## src/rtl/cursor_pkg.sv

```systemverilog
package cursor_pkg;
    parameter int DW     = 32;
    parameter int AW     = 4;
    parameter int POS_W  = 13;
    parameter int HOT_W  = 6;
    parameter int SZ_W   = 8;
    parameter int COL_W  = 24;
    parameter int ADDR_W = 40;
    parameter int PAGE_W = 12;

    localparam int HI_W = ADDR_W - DW;
    localparam int LO_W = DW - PAGE_W;
    localparam int Y_LSB = 16;

    localparam logic [AW-1:0] OFF_LOCK = AW'(0);
    localparam logic [AW-1:0] OFF_CTRL = AW'(1);
    localparam logic [AW-1:0] OFF_POS  = AW'(2);
    localparam logic [AW-1:0] OFF_HOT  = AW'(3);
    localparam logic [AW-1:0] OFF_SIZE = AW'(4);
    localparam logic [AW-1:0] OFF_COL1 = AW'(5);
    localparam logic [AW-1:0] OFF_COL2 = AW'(6);
    localparam logic [AW-1:0] OFF_AHI  = AW'(7);
    localparam logic [AW-1:0] OFF_ALO  = AW'(8);

    typedef enum logic [1:0] {
        FMT_MONO     = 2'd0,
        FMT_AND1     = 2'd1,
        FMT_PREMUL   = 2'd2,
        FMT_STRAIGHT = 2'd3
    } cur_fmt_e;

    typedef struct packed {
        logic             enable;
        cur_fmt_e         fmt;
        logic             magnify;
        logic             clamp;
        logic [POS_W-1:0] x;
        logic [POS_W-1:0] y;
        logic [HOT_W-1:0] hx;
        logic [HOT_W-1:0] hy;
        logic [SZ_W-1:0]  w_m1;
        logic [SZ_W-1:0]  h_m1;
        logic [COL_W-1:0] col1;
        logic [COL_W-1:0] col2;
        logic [HI_W-1:0]  addr_hi;
        logic [LO_W-1:0]  addr_lo;
    } cur_cfg_t;
endpackage

```

## src/rtl/cursor_pend.sv

```systemverilog
module cursor_pend
    import cursor_pkg::*;
(
    input  logic          clk,
    input  logic          rst_n,
    input  logic          wr_en,
    input  logic [AW-1:0] wr_addr,
    input  logic [DW-1:0] wr_data,
    output cur_cfg_t      pend,
    output logic          lock
);
    typedef struct packed {
        cur_cfg_t        cfg;
        logic [HI_W-1:0] hi_stage;
        logic            lock;
    } pend_st_t;

    pend_st_t st_d, st_q;

    always_comb begin
        st_d = st_q;
        if (wr_en) begin
            case (wr_addr)
                OFF_LOCK: st_d.lock = wr_data[0];
                OFF_CTRL: begin
                    st_d.cfg.enable  = wr_data[0];
                    st_d.cfg.fmt     = cur_fmt_e'(wr_data[2:1]);
                    st_d.cfg.magnify = wr_data[3];
                    st_d.cfg.clamp   = wr_data[4];
                end
                OFF_POS: begin
                    st_d.cfg.x = wr_data[POS_W-1:0];
                    st_d.cfg.y = wr_data[Y_LSB+POS_W-1:Y_LSB];
                end
                OFF_HOT: begin
                    st_d.cfg.hx = wr_data[HOT_W-1:0];
                    st_d.cfg.hy = wr_data[Y_LSB+HOT_W-1:Y_LSB];
                end
                OFF_SIZE: begin
                    st_d.cfg.w_m1 = wr_data[SZ_W-1:0];
                    st_d.cfg.h_m1 = wr_data[Y_LSB+SZ_W-1:Y_LSB];
                end
                OFF_COL1: st_d.cfg.col1 = wr_data[COL_W-1:0];
                OFF_COL2: st_d.cfg.col2 = wr_data[COL_W-1:0];
                OFF_AHI:  st_d.hi_stage = wr_data[HI_W-1:0];
                OFF_ALO: begin
                    st_d.cfg.addr_hi = st_q.hi_stage;
                    st_d.cfg.addr_lo = wr_data[DW-1:PAGE_W];
                end
                default: ;
            endcase
        end
    end

    always_ff @(posedge clk or negedge rst_n) begin
        if (!rst_n) st_q <= '0;
        else        st_q <= st_d;
    end

    assign pend = st_q.cfg;
    assign lock = st_q.lock;


    addr_only_on_low_chk: assert property (@(posedge clk) disable iff (!rst_n)
        !(wr_en && wr_addr == OFF_ALO) |=>
            ($stable(pend.addr_hi) && $stable(pend.addr_lo)));


    lock_load_chk: assert property (@(posedge clk) disable iff (!rst_n)
        (wr_en && wr_addr == OFF_LOCK) |=> (lock == $past(wr_data[0])));
endmodule

```

## src/rtl/cursor_commit.sv

```systemverilog
module cursor_commit
    import cursor_pkg::*;
(
    input  logic     clk,
    input  logic     rst_n,
    input  logic     lock,
    input  cur_cfg_t pend,
    output cur_cfg_t act
);
    cur_cfg_t act_d, act_q;

    always_comb begin
        act_d = act_q;
        if (!lock) act_d = pend;
    end

    always_ff @(posedge clk or negedge rst_n) begin
        if (!rst_n) act_q <= '0;
        else        act_q <= act_d;
    end

    assign act = act_q;


    hold_while_locked_chk: assert property (@(posedge clk) disable iff (!rst_n)
        lock |=> $stable(act));


    copy_when_open_chk: assert property (@(posedge clk) disable iff (!rst_n)
        !lock |=> (act == $past(pend)));
endmodule

```

## src/rtl/cursor_regbank.sv

```systemverilog
module cursor_regbank
    import cursor_pkg::*;
(
    input  logic                clk,
    input  logic                rst_n,
    input  logic                wr_en,
    input  logic [AW-1:0]       wr_addr,
    input  logic [DW-1:0]       wr_data,
    output logic                cur_enable,
    output logic [1:0]          cur_mode,
    output logic                cur_magnify,
    output logic                cur_clamp,
    output logic [POS_W-1:0]    cur_x,
    output logic [POS_W-1:0]    cur_y,
    output logic [HOT_W-1:0]    cur_hot_x,
    output logic [HOT_W-1:0]    cur_hot_y,
    output logic [SZ_W:0]       cur_width,
    output logic [SZ_W:0]       cur_height,
    output logic [COL_W-1:0]    cur_color1,
    output logic [COL_W-1:0]    cur_color2,
    output logic [ADDR_W-1:0]   cur_base_addr
);
    cur_cfg_t pend, act;
    logic     lock;

    cursor_pend u_pend (
        .clk     (clk),
        .rst_n   (rst_n),
        .wr_en   (wr_en),
        .wr_addr (wr_addr),
        .wr_data (wr_data),
        .pend    (pend),
        .lock    (lock)
    );

    cursor_commit u_commit (
        .clk   (clk),
        .rst_n (rst_n),
        .lock  (lock),
        .pend  (pend),
        .act   (act)
    );

    logic mono;
    assign mono = (act.fmt == FMT_MONO);

    assign cur_enable    = act.enable;
    assign cur_mode      = act.fmt;
    assign cur_magnify   = act.magnify;
    assign cur_clamp     = act.clamp;
    assign cur_x         = act.x;
    assign cur_y         = act.y;
    assign cur_hot_x     = act.hx;
    assign cur_hot_y     = act.hy;
    assign cur_width     = (SZ_W+1)'(act.w_m1) + (SZ_W+1)'(1);
    assign cur_height    = (SZ_W+1)'(act.h_m1) + (SZ_W+1)'(1);
    assign cur_color1    = mono ? '0 : act.col1;
    assign cur_color2    = mono ? '1 : act.col2;
    assign cur_base_addr = {act.addr_hi, act.addr_lo, {PAGE_W{1'b0}}};
endmodule

```

## config.mk

```make
export PLATFORM = sky130hd
export DESIGN_NAME = cursor_regbank
export DESIGN_NICKNAME = d
export VERILOG_FILES = /design/src/rtl/cursor_pkg.sv /design/src/rtl/cursor_pend.sv /design/src/rtl/cursor_commit.sv /design/src/rtl/cursor_regbank.sv
export SDC_FILE = /design/constraint.sdc
export NUM_CORES = 1
export LEC_CHECK = 0
export ABC_AREA = 1
export BUFFER_PORTS_ARGS = -buffer_cell sky130_fd_sc_hd__buf_2
export CELL_PAD_IN_SITES_DETAIL_PLACEMENT = 0
export CELL_PAD_IN_SITES_GLOBAL_PLACEMENT = 1
export CORE_MARGIN = 5
export CORE_UTILIZATION = 40
export DETAILED_ROUTE_END_ITERATION = 8
export PLACE_DENSITY_LB_ADDON = 0.08
export SETUP_SLACK_MARGIN = 0.05
export SLEW_MARGIN = 25
export SYNTH_ARGS = -nofsm -noshare
export SYNTH_HDL_FRONTEND = slang
export SYNTH_SLANG_ARGS = --single-unit
```

## constraint.sdc

```tcl
create_clock -name clk -period 1.4 [get_ports clk]
set_input_delay 0.28 -clock clk [delete_from_list [all_inputs] [get_ports clk]]
set_output_delay 0.28 -clock clk [all_outputs]
set_load 0.005 [all_outputs]
```

=== Word-level counts from Yosys, hierarchy flattened ===
Index checks and enable logic that the tools add are counted.
W data, S select, Z words.

* Flip-flop bits (word level): 279
* Input bits: 39
* Output and inout bits: 149
* Word-level logic and storage cells: 53

* $add $sub $neg: 2
* Equal/unequal tests: 8
* Muxes and demuxes: 2
* Reduce and logical (&&, ||, !) cells: 11

{| class="wikitable"
|+ Operators by type and width
! cell !! count
|-
| $mux W24 || 2
|-
| $add A8 B1 Y9 const B || 2
|-
| $reduce_and A2 Y1 || 9
|-
| $eq A4 B3 Y1 const B || 4
|-
| $eq A4 B2 Y1 const B || 2
|-
| $eq A4 B1 Y1 const B || 1
|-
| $eq A4 B4 Y1 const B || 1
|-
| $logic_not A4 Y1 || 1
|-
| $logic_not A2 Y1 || 1
|}

=== Longest topological paths before layout ===
Gate-level depths: netlist of run 1.

* Depth after elaboration: 2
* Depth in mapped cells: 7
* Mapped depth without buffers: 6

=== By module ===
From an unflattened synthesis of run 1, not the netlist that was laid out.

* Cell total of the unflattened synthesis: 1525
* Area, all modules: 12864.8 µm²

{| class="wikitable"
|+ Modules (own cells, without submodules)
! module !! times used !! cells an instance !! area an instance (µm²) !! sequential area each (µm²)
|-
| cursor_pend || 1 || 804 || 6988.0 || 3603.5
|-
| cursor_commit || 1 || 570 || 5096.1 || 3378.2
|-
| cursor_regbank || 1 || 151 || 780.7 || 0.0
|}

=== Worst setup path after synthesis of run 1 ===
No wires, ideal clock.

* Kind: register -> output
* From: register u_commit.act_q (netlist bit u_commit.act[133])
* To: output cur_color1[10]
* Arrival time: 1096 ps
* Data required time: 1120 ps
* Path slack: 24 ps
* Cell stages (with the launch flop): 5
* Path buffers: 2
* Cell sequence: dfrtp_1 > nor2_1 > clkbuf_1 > clkbuf_1 > nor2_1

* Word-level cells in the longest chain between the ends: 2

{| class="wikitable"
|+ RTL lines
! element !! RTL line !! text
|-
| start, declared || cursor_commit.sv:10 || <nowiki>cur_cfg_t act_d, act_q;</nowiki>
|-
| start signal, assigned || cursor_commit.sv:19 || <nowiki>else act_q <= act_d;</nowiki>
|-
| $logic_not A2 Y1 || cursor_regbank.sv:45 || <nowiki>assign mono = (act.fmt == FMT_MONO);</nowiki>
|-
| $mux W24 || cursor_regbank.sv:57 || <nowiki>assign cur_color1 = mono ? '0 : act.col1;</nowiki>
|-
| end, declared || cursor_regbank.sv:19 || <nowiki>output logic [COL_W-1:0] cur_color1,</nowiki>
|}

Every way passes these cells.

=== Worst setup path after layout of run 1 ===
* From: register u_commit.act_q (netlist bit u_commit.act[132])
* To: output cur_color1[11]

Same word-level chain as after synthesis.

==> results of run 1 <==
synthesized netlist by cell type, types with 2 or more instances:
library cell and count:
nand3_1 81, mux2_2 103, buf_4 95, nand2_1 318, buf_1 2, nand4_1 72
or2_2 24, o21ai_0 3, clkbuf_1 17, a21oi_1 32, xor2_1 2, ha_1 2
buf_2 41, dfrtp_1 279, xnor2_1 3, nand3_2 3, nor2_1 71, inv_1 37
nor2_2 3
cell type report:
class	instances	area share
Clock buffer	44	0.0608
Clock inverter	14	0.00606
Inverter	37	0.00984
Multi-Input combinational cell	731	0.288
Sequential cell	279	0.470
Tap cell	390	0.0328
Timing Repair Buffer	259	0.133
power by group:
| part | internal [mW] | leakage [nW] | switching [mW] |
|---|---|---|---|
| clock network | 4.50 | 0.496 | 3.35 |
| registers | 10.2 | 3.53 | 1.24 |
| logic | 3.86 | 3.59 | 3.52 |
| total | 18.5 | 7.62 | 8.11 |
worst max-delay path, delay by kind of cell (launching register included):
family                 cells  cell delay, ns
buffers and inverters      3            0.44
DFF                        1            0.41
and+or+nand+nor            2            0.24
worst max-delay path by stage:
stage | end | from | slack [ns]
finish | cur_color1[11] | u_commit.act[132] | -0.52
detailed placement | u_pend.pend[90] | wr_addr[2] | 0.01
CTS | cur_color2[16] | u_commit.act[133] | -0.54
floorplan | cur_color1[10] | u_commit.act[133] | 0.02
global route | cur_width[8] | u_commit.act[85] | -0.60
global placement | u_pend.pend[85] | wr_addr[2] | 0.05
timing repair:
item / in CTS / in global routing
gates cloned: 2 / 0
resized for setup: 60 / 45
pin swaps: 12 / 11
hold endpoints to repair: 236 / 0
endpoints found under the setup margin: 137 / 137
setup buffers: 15 / 4
hold buffers: 10 / 0
per-layer routing:
metal  track usage  vias to the layer above
met4        0.0441                        0
met2         0.302                      189
met3        0.0340                       41
li1              -                     4116
met5             0                        -
met1         0.281                     4239
state kept, by name, indices dropped and copies added (netlist names):
name          count
u_pend.lock       1
u_pend.pend     135
u_pend.st_q       8
u_commit.act    135
metrics by stage:
| stage | hold slack (ns) | worst slack (ns) |
|---|---|---|
| final | 0.0330 | -0.518 |
| after global placement | 0.139 | 0.0547 |
| after CTS | 0.0118 | -0.545 |
| after detailed placement | 0.144 | 0.0129 |
| after floorplan | -0.0156 | 0.0242 |
| after global routing | 0.0202 | -0.596 |
kinds of logic after synthesis:
kind of cell | synth area share
flops | 0.579
other cells | 0.000311
buf+inv | 0.0936
mux | 0.0962
xor+xnor | 0.00363
compound gates | 0.0145
fa+ha+maj | 0.00208
simple gates | 0.210
==> metrics.md, run 1 <==
| Metric | Value |
|---|---|
| Commonest non-fill, non-tap cell in the layout | nand2_1 |
| Routed WL | 32.5 mm |
| Fmax | 521 MHz |
| Drt pass-1 iters | 5 |
| Max IR drop VDD | 841 uV |
| Initial DRC Count | 554 |
| Grt ovf | 0 |
| Metal-1 WL | 15.2 mm |
| Antenna Cells | 0 |
| Flip-flop and latch area | 6990 sq um |
| DR top layer | met4 |
| Multi-input gate area | 4280 sq um |
| Hold Crit Depth | 3 |
| LEAKAGE | 7.62 nW |
| Pins Over Slew Limit | 0 |
| Data arrival, critical path | 1.64 ns |
| PD cells | 1790 nW/um^2 |
| Initial antenna violation count | 0 |
| Critical Path Start Type | flip-flop |
| Initial Utilization | 0.406 |
| Post-synth EDFFs | 0 |
| Clk root buf | clkbuf_16 |
| Routed WL per cell | 18.5 microns |
| Met2 routed WL | 15.0 mm |
| H-tree level count | 1 |
| Post-layout min period | 1.92 ns |
| Total track usage | 0.193 |
| R2r worst-path depth | 2 |
| Num CTS Buffers | 31 |
| Clk Latency, worst-skew pair | 0.55 ns |
| Worst Path Required | 1.12 ns |
| Failing checks | setup timing |
| CTS Buffer Depth | 3 |
| Core area | 29700 sq um |
| #FFs+latches synth | 279 |
| Post-Syn Area | 12100 sq um |
| I/O Pins | 188 |
| Vias in the first global route | 8769 |
| Yosys top cell by area | dfrtp_1 |
| Remaining antenna violation count after routing | 0 |
| Reg2reg end | u_commit.act[32] |
| Critical-path top delay cell | dfrtp_1 |
| Post-synth ARST share | 1.00 |
| Max incr delay on CP | 0.41 ns |
| Fin crit share | 1.37 |
| Seq/Total Area, Yosys | 0.579 |
| Die Span X | 184 microns |
| Rows | 63 |
| Top cells by area, synth | dfrtp_1 (58%), nand2_1 (9.9%), mux2_2 (9.6%) |
| Critical path type | reg -> out |
| Met3 wirelength from detailed routing | 1.63 mm |
| Status | finished, violations left |
| Nets | 1380 |
| DP HPWL | 20.9 mm |
| Crit path cell chain | nor2_4, buf_12, buf_16, nor2_4, buf_2 |
| Vias/cell | 4.89 |
| Fin area | 14900 sq um |
| Syn Inst Count | 1191 |
| Final Hold Vio Count | 0 |
| Placed Area | 13200 sq um |
| # placed instances | 1667 |
| Hold Path Sink | u_pend.pend[126] |
| Yosys top cell area share | 0.579 |
| First-pass GRT wire length | 51.7 mm |
| Final setup margin | -0.518 ns |
| Gpl congestion | 0.746 |
| Layout cells sized above 1 | 0.357 |
| Reg clk slew, reported paths | 0.06 ns |
| Most used DFF post-synth | dfrtp_1 |
| Setup Total Neg Slack | -29.16 ns |
| Final Skew | 0.0136 ns |
| Yosys cell types | 22 |
| Hold_sp | wr_data[9] |
| CTS tree | yes |
| Final setup fails | 68 |
| # Max-Cap Violations | 0 |
| CTS sink count | 279 |
| Via Count | 8585 |
| Vert. Die Dim | 184 microns |
| Syn-to-layout area delta | 23.4% |
| Worst R2R Start | u_pend.lock |
| DRC Markers | 0 |
| PortBufs | 175 |
| RSZ-0062 raised after global routing | yes |
| Worst R2R Setup Slack | 0.08 ns |
| Avg Cell Area, Syn | 10.1 sq um |
| Die ar. | 33700 sq um |
| Largest net degree at the start of global routing | 78 |
| Layout fillers | 2800 |
| Post-layout util | 0.501 |
| Most frequent cells in the layout | nand2_1 (314), dfrtp_1 (275), buf_2 (161) |
| Critical Path End Type | primary output |
| Worst Path Max Fanout | 8 |
| Tightest Hold Check Type | in -> reg |
| Tot Pwr | 26.6 mW |
| Synth Warn # | 0 |
| Crit-path most repeated cell | nor2_4 |
| Layout Cells excl Fill | 1754 |
Note: power is estimated with default switching activity, not from simulation.
==> run 2: changes to the inputs <==
CORE_UTILIZATION = 44   (was 40)
CTS_BUF_LIST = sky130_fd_sc_hd__clkbuf_16   (was unset)
==> run 2 against run 1 <==
Effect of this change:
- the run still ends with setup timing left
- worst setup slack got worse by 0.013 ns
- count of clock-buffer cells in the layout fell by 13
- critical path depth did not move
- global-route usage grew 0.83 points
- critical path type unchanged
- power grew 3.4%
==> metrics.md, run 2 (synthesis results as in run 1) <==
| Metric | Value |
|---|---|
| Total track usage | 0.201 (+0.00830) |
| Layout fillers | 2417 (-14%) |
| Gpl congestion | 0.758 (+1.7%) |
| Fin crit share | 1.38 (+0.00906) |
| Crit path cell chain | nor2_4, buf_12, clkbuf_16, or2_4, buf_6 |
| Pins Over Slew Limit | 0 (unchanged) |
| Final setup fails | 68 (unchanged) |
| Drt pass-1 iters | 5 (unchanged) |
| Antenna Cells | 0 (unchanged) |
| Max incr delay on CP | 0.39 ns (-0.02 ns) |
| Critical Path Start Type | flip-flop |
| Commonest non-fill, non-tap cell in the layout | nand2_1 |
| Fmax | 518 MHz (-0.66%) |
| Syn-to-layout area delta | 24.2% |
| Die Span X | 176 microns (-4.4%) |
| Die ar. | 30800 sq um (-8.6%) |
| Final Hold Vio Count | 0 (unchanged) |
| LEAKAGE | 7.73 nW (+1.5%) |
| Critical Path End Type | primary output |
| CTS tree | yes |
| Most frequent cells in the layout | nand2_1 (315), dfrtp_1 (275), buf_2 (145) |
| Remaining antenna violation count after routing | 0 (unchanged) |
| CTS sink count | 279 (unchanged) |
| Vias/cell | 5.06 (+3.4%) |
| Fin area | 15000 sq um (+0.61%) |
| Clk root buf | clkbuf_16 |
| CTS Buffer Depth | 3 (unchanged) |
| Initial DRC Count | 687 (+24%) |
| Hold Slack | 0.0274 ns (-0.00562 ns) |
| PortBufs | 175 (unchanged) |
| Core area | 27000 sq um (-9.3%) |
| Final Skew | 0.00936 ns (-0.00423 ns) |
| Vert. Die Dim | 176 microns (-4.4%) |
| Via Count | 8649 (+0.75%) |
| H-tree level count | 1 (unchanged) |
| RSZ-0062 raised after global routing | yes |
| Data arrival, critical path | 1.65 ns (about the same) |
| Initial antenna violation count | 2 (+2) |
| Reg clk slew, reported paths | 0.06 ns (about the same) |
| Nets | 1385 (+0.36%) |
| DP HPWL | 20.6 mm (-1.7%) |
| Critical-path top delay cell | dfrtp_1 |
| Routed WL | 31.3 mm (-3.5%) |
| Vias in the first global route | 8741 (-0.32%) |
| Grt ovf | 0 (unchanged) |
| DRC Markers | 0 (unchanged) |
| Worst Path Max Fanout | 8 (unchanged) |
| Num CTS Buffers | 30 (-3.2%) |
| Rows | 60 (-4.8%) |
| Clk Latency, worst-skew pair | 0.54 ns (about the same) |
| Critical path type | reg -> out |
| Layout cells sized above 1 | 0.344 (-0.0135) |
| Worst Path Required | 1.12 ns (about the same) |
| PD cells | 1840 nW/um^2 (+2.8%) |
| # Max-Cap Violations | 0 (unchanged) |
| Initial Utilization | 0.447 (+0.0416) |
| Post-layout min period | 1.93 ns (+0.0127 ns) |
| Largest net degree at the start of global routing | 54 (-31%) |
| Setup Total Neg Slack | -29.91 ns (-0.755 ns) |
| Final setup margin | -0.530 ns (-0.0127 ns) |
| Tightest Hold Check Type | in -> reg |
| Placed Area | 13100 sq um (-0.54%) |
| Status | finished, violations left |
| Routed WL per cell | 18.3 microns (-0.98%) |
| Failing checks | setup timing |
| First-pass GRT wire length | 49.7 mm (-3.8%) |
| Max IR drop VDD | 954 uV (+13%) |
| I/O Pins | 188 (unchanged) |
==> run 2: area by class of cell <==
cell class	count	area (sq um)	area share
repair buffers	265	2150	0.144
multi-input cells	731	4210	0.281
flip-flops and latches	279	6990	0.467
clock inverters	25	270	0.0181
clock buffers	31	776	0.0518
inverters	37	146	0.00978
well taps	341	427	0.0285
==> run 2: repair_timing <==
item	in CTS	in global routing
cloned	0	4
resized for setup	40	65
endpoints found under the setup margin	103	135
hold buffers	8	0
buffers inserted	13	15
hold endpoints to repair	180	0
pin swaps	7	14
==> run 2: layer usage <==
layer  share of wire  track usage
met1            0.47        0.295
met2            0.47        0.321
met3           0.047       0.0321
met4           0.014       0.0374
met5         0.00048            0
==> run 2: final timing paths <==
check | startpoint | depth (start not counted) | slack (ns) | endpoint
worst min-delay path | wr_data[8] | 3 | 0.03 | u_pend.pend[36]
min in group asynchronous | rst_n | 2 | 0.23 | u_commit.act[98]
worst min register to register | u_pend.pend[107] | 2 | 0.47 | u_pend.pend[107]
max in group asynchronous | rst_n | 3 | 0.57 | u_commit.act[46]
worst max register to register | u_pend.lock | 2 | 0.09 | u_commit.act[95]
worst max-delay path | u_commit.act[132] | 5 | -0.53 | cur_color2[22]
==> run 2: per-stage QoR <==
step                power [mW]  setup WS [ns]  utilization  cells
floorplan                 15.4         0.0242            -   1202
global placement          17.6         0.0724        0.487   1615
detailed placement        17.7         0.0430        0.487   1615
CTS                       26.6         -0.527        0.538   1691
global route              29.2         -0.596        0.555   1709
finish                    27.5         -0.530        0.555   1709
==> run 2: worst max-delay path, delay by kind of cell (launching register included) <==
| family | cells | cell delay [ns] |
|---|---|---|
| buffers and inverters | 3 | 0.42 |
| DFF | 1 | 0.39 |
| and+or+nand+nor | 2 | 0.30 |
==> run 2: where the power goes <==
group	switching, mW	total (mW)	leakage, nW	internal, mW
Combinational	3.46	7.82	3.66	4.36
Clock	3.21	8.31	0.535	5.10
Sequential	1.24	11.4	3.53	10.2
Total	7.92	27.5	7.73	19.6
==> run 3: changes to the inputs <==
CELL_PAD_IN_SITES_DETAIL_PLACEMENT = unset   (was 0)
CELL_PAD_IN_SITES_GLOBAL_PLACEMENT = unset   (was 1)
CORE_UTILIZATION = 50   (was 44)
==> run 3 against run 2 <==
Effect of this change:
- flip-flop and latch count unchanged
- the run still ends with setup timing left
- sequential power about the same
- non-clock buffer count down 11
- utilization up 6.1 points
- largest cell class unchanged
- routed wire length down 3.6%
- first-iteration DRC count down 12%
- critical path type unchanged
- combinational power down 10%
- clock power down 3.4%
- sequential share of layout area up 1.4 points
==> metrics.md, run 3 (synthesis results as in run 1) <==
| Metric | Value |
|---|---|
| Final setup fails | 68 (unchanged) |
| DP Worst Slack | 0.0444 ns (+0.00143 ns) |
| LEAKAGE | 7.57 nW (-2.1%) |
| Fmax | 529 MHz (+2.2%) |
| DP HPWL | 19.8 mm (-3.8%) |
| CTS Buffer Depth | 3 (unchanged) |
| Final Skew | 0.00833 ns (-0.00103 ns) |
| Tightest Hold Check Type | in -> reg |
| Vias/cell | 5.18 (+2.4%) |
| Initial Utilization | 0.510 (+0.0632) |
| Nets | 1374 (-0.79%) |
| Routed WL | 30.2 mm (-3.6%) |
| # Max-Cap Violations | 0 (unchanged) |
| Drt pass-1 iters | 5 (unchanged) |
| I/O Pins | 188 (unchanged) |
| Pins Over Slew Limit | 0 (unchanged) |
| Critical-path top delay cell | dfrtp_1 |
| Fin crit share | 1.35 (-0.0292) |
| Tot Pwr | 26.4 mW (-4.0%) |
| Remaining antenna violation count after routing | 0 (unchanged) |
| CTS sink count | 279 (unchanged) |
| Final Hold Vio Count | 0 (unchanged) |
| Rows | 56 (-6.7%) |
| PD cells | 1820 nW/um^2 (-1.2%) |
| RSZ-0062 raised after global routing | yes |
| Failing checks | setup timing |
| Critical Path End Type | primary output |
| Crit path cell chain | nor2_4, buf_12, buf_16, nor2_1, buf_2 |
| Num CTS Buffers | 30 (unchanged) |
| Layout cells sized above 1 | 0.334 (-0.00950) |
| Max incr delay on CP | 0.41 ns (+0.02 ns) |
| Critical path type | reg -> out |
| Vias in the first global route | 8622 (-1.4%) |
| H-tree level count | 1 (unchanged) |
| DRC Markers | 0 (unchanged) |
| Antenna Cells | 0 (unchanged) |
| Final setup margin | -0.489 ns (+0.0408 ns) |
| CTS tree | yes |
| First-pass GRT wire length | 48.7 mm (-2.0%) |
| Worst Path Max Fanout | 9 (+1) |
| Most frequent cells in the layout | nand2_1 (313), dfrtp_1 (275), buf_2 (161) |
| Clk root buf | clkbuf_16 |
| Critical Path Start Type | flip-flop |
| Reg clk slew, reported paths | 0.07 ns (about the same) |
| Core area | 23600 sq um (-12%) |
| Clk Latency, worst-skew pair | 0.54 ns (about the same) |
| PortBufs | 175 (unchanged) |
| Vert. Die Dim | 165 microns (-5.8%) |
| Gpl congestion | 0.783 (+3.3%) |
| Grt ovf | 0 (unchanged) |
| Post-layout min period | 1.89 ns (-0.0408 ns) |
| Initial DRC Count | 605 (-12%) |
| Worst Path Required | 1.12 ns (about the same) |
| Post-layout util | 0.616 (+0.0606) |
| Max IR drop VDD | 943 uV (-1.1%) |
| Total track usage | 0.226 (+0.0255) |
| Setup Total Neg Slack | -28.33 ns (+1.59 ns) |
| Via Count | 8682 (+0.38%) |
| Status | finished, violations left |
| Largest net degree at the start of global routing | 56 (+3.7%) |
| Syn-to-layout area delta | 20.7% |
| Initial antenna violation count | 0 (-2) |
| Routed WL per cell | 18.0 microns (-1.7%) |
| Die Span X | 165 microns (-5.8%) |
| Data arrival, critical path | 1.61 ns (-0.04 ns) |
| Commonest non-fill, non-tap cell in the layout | nand2_1 |
| Die ar. | 27300 sq um (-11%) |
## run 3: where the power goes
group	internal (mW)	switching [mW]
clock	4.88	3.15
sequential	10.2	1.23
combinational	3.71	3.29
total	18.8	7.67
## run 3: worst max-delay path, delay by kind of cell (launching register included)
family / cells / cell delay, ns
buf+inv: 3 / 0.40
simple gates: 2 / 0.25
flops: 1 / 0.41
## run 3: stage by stage
step	cells	instance area, sq um	hold WS [ns]
6_report	1675	14500	0.0252
5_1_grt	1675	14500	0.0170
4_1_cts	1670	14400	0.00221
3_5_place_dp	1596	13000	0.169
3_3_place_gp	1596	13000	0.167
2_1_floorplan	1202	12100	-0.0156
## run 3: final timing paths
path / slack [ns] / start / cells past startpoint / endpoint
worst max-delay path: -0.49 / u_commit.act[132] / 5 / cur_color1[10]
max in group asynchronous: 0.62 / rst_n / 3 / u_commit.act[127]
worst min register to register: 0.47 / u_pend.pend[96] / 2 / u_pend.pend[96]
worst max register to register: 0.12 / u_pend.lock / 2 / u_commit.act[44]
min in group asynchronous: 0.20 / rst_n / 2 / u_pend.pend[20]
worst min-delay path: 0.03 / wr_data[28] / 3 / u_pend.pend[116]
## run 3: timing repair
action / CTS / global route
hold buffers: 7 / 0
cloned: 2 / 0
setup buffers: 10 / 5
endpoints found under the hold margin: 287 / 0
gates resized for setup: 48 / 23
endpoints found under the setup margin: 96 / 119
pin swaps: 14 / 8
## run 3: layout make-up
cell class              count  area, sq um
repair buffers            254         1840
inverters                  37          144
multi-input cells         731         4170
flip-flops and latches    279         6990
fillers                  2002         9070
clock inverters            24          229
well taps                 319          399
clock buffers              31          776
## run 3: per-layer routing
layer  up-vias  part of all wire  track usage
li1       4097                 -            -
met1      4288              0.45        0.330
met2       250              0.46        0.356
met3        47             0.063       0.0380
met4         0             0.024       0.0575
met5         -                 0            0
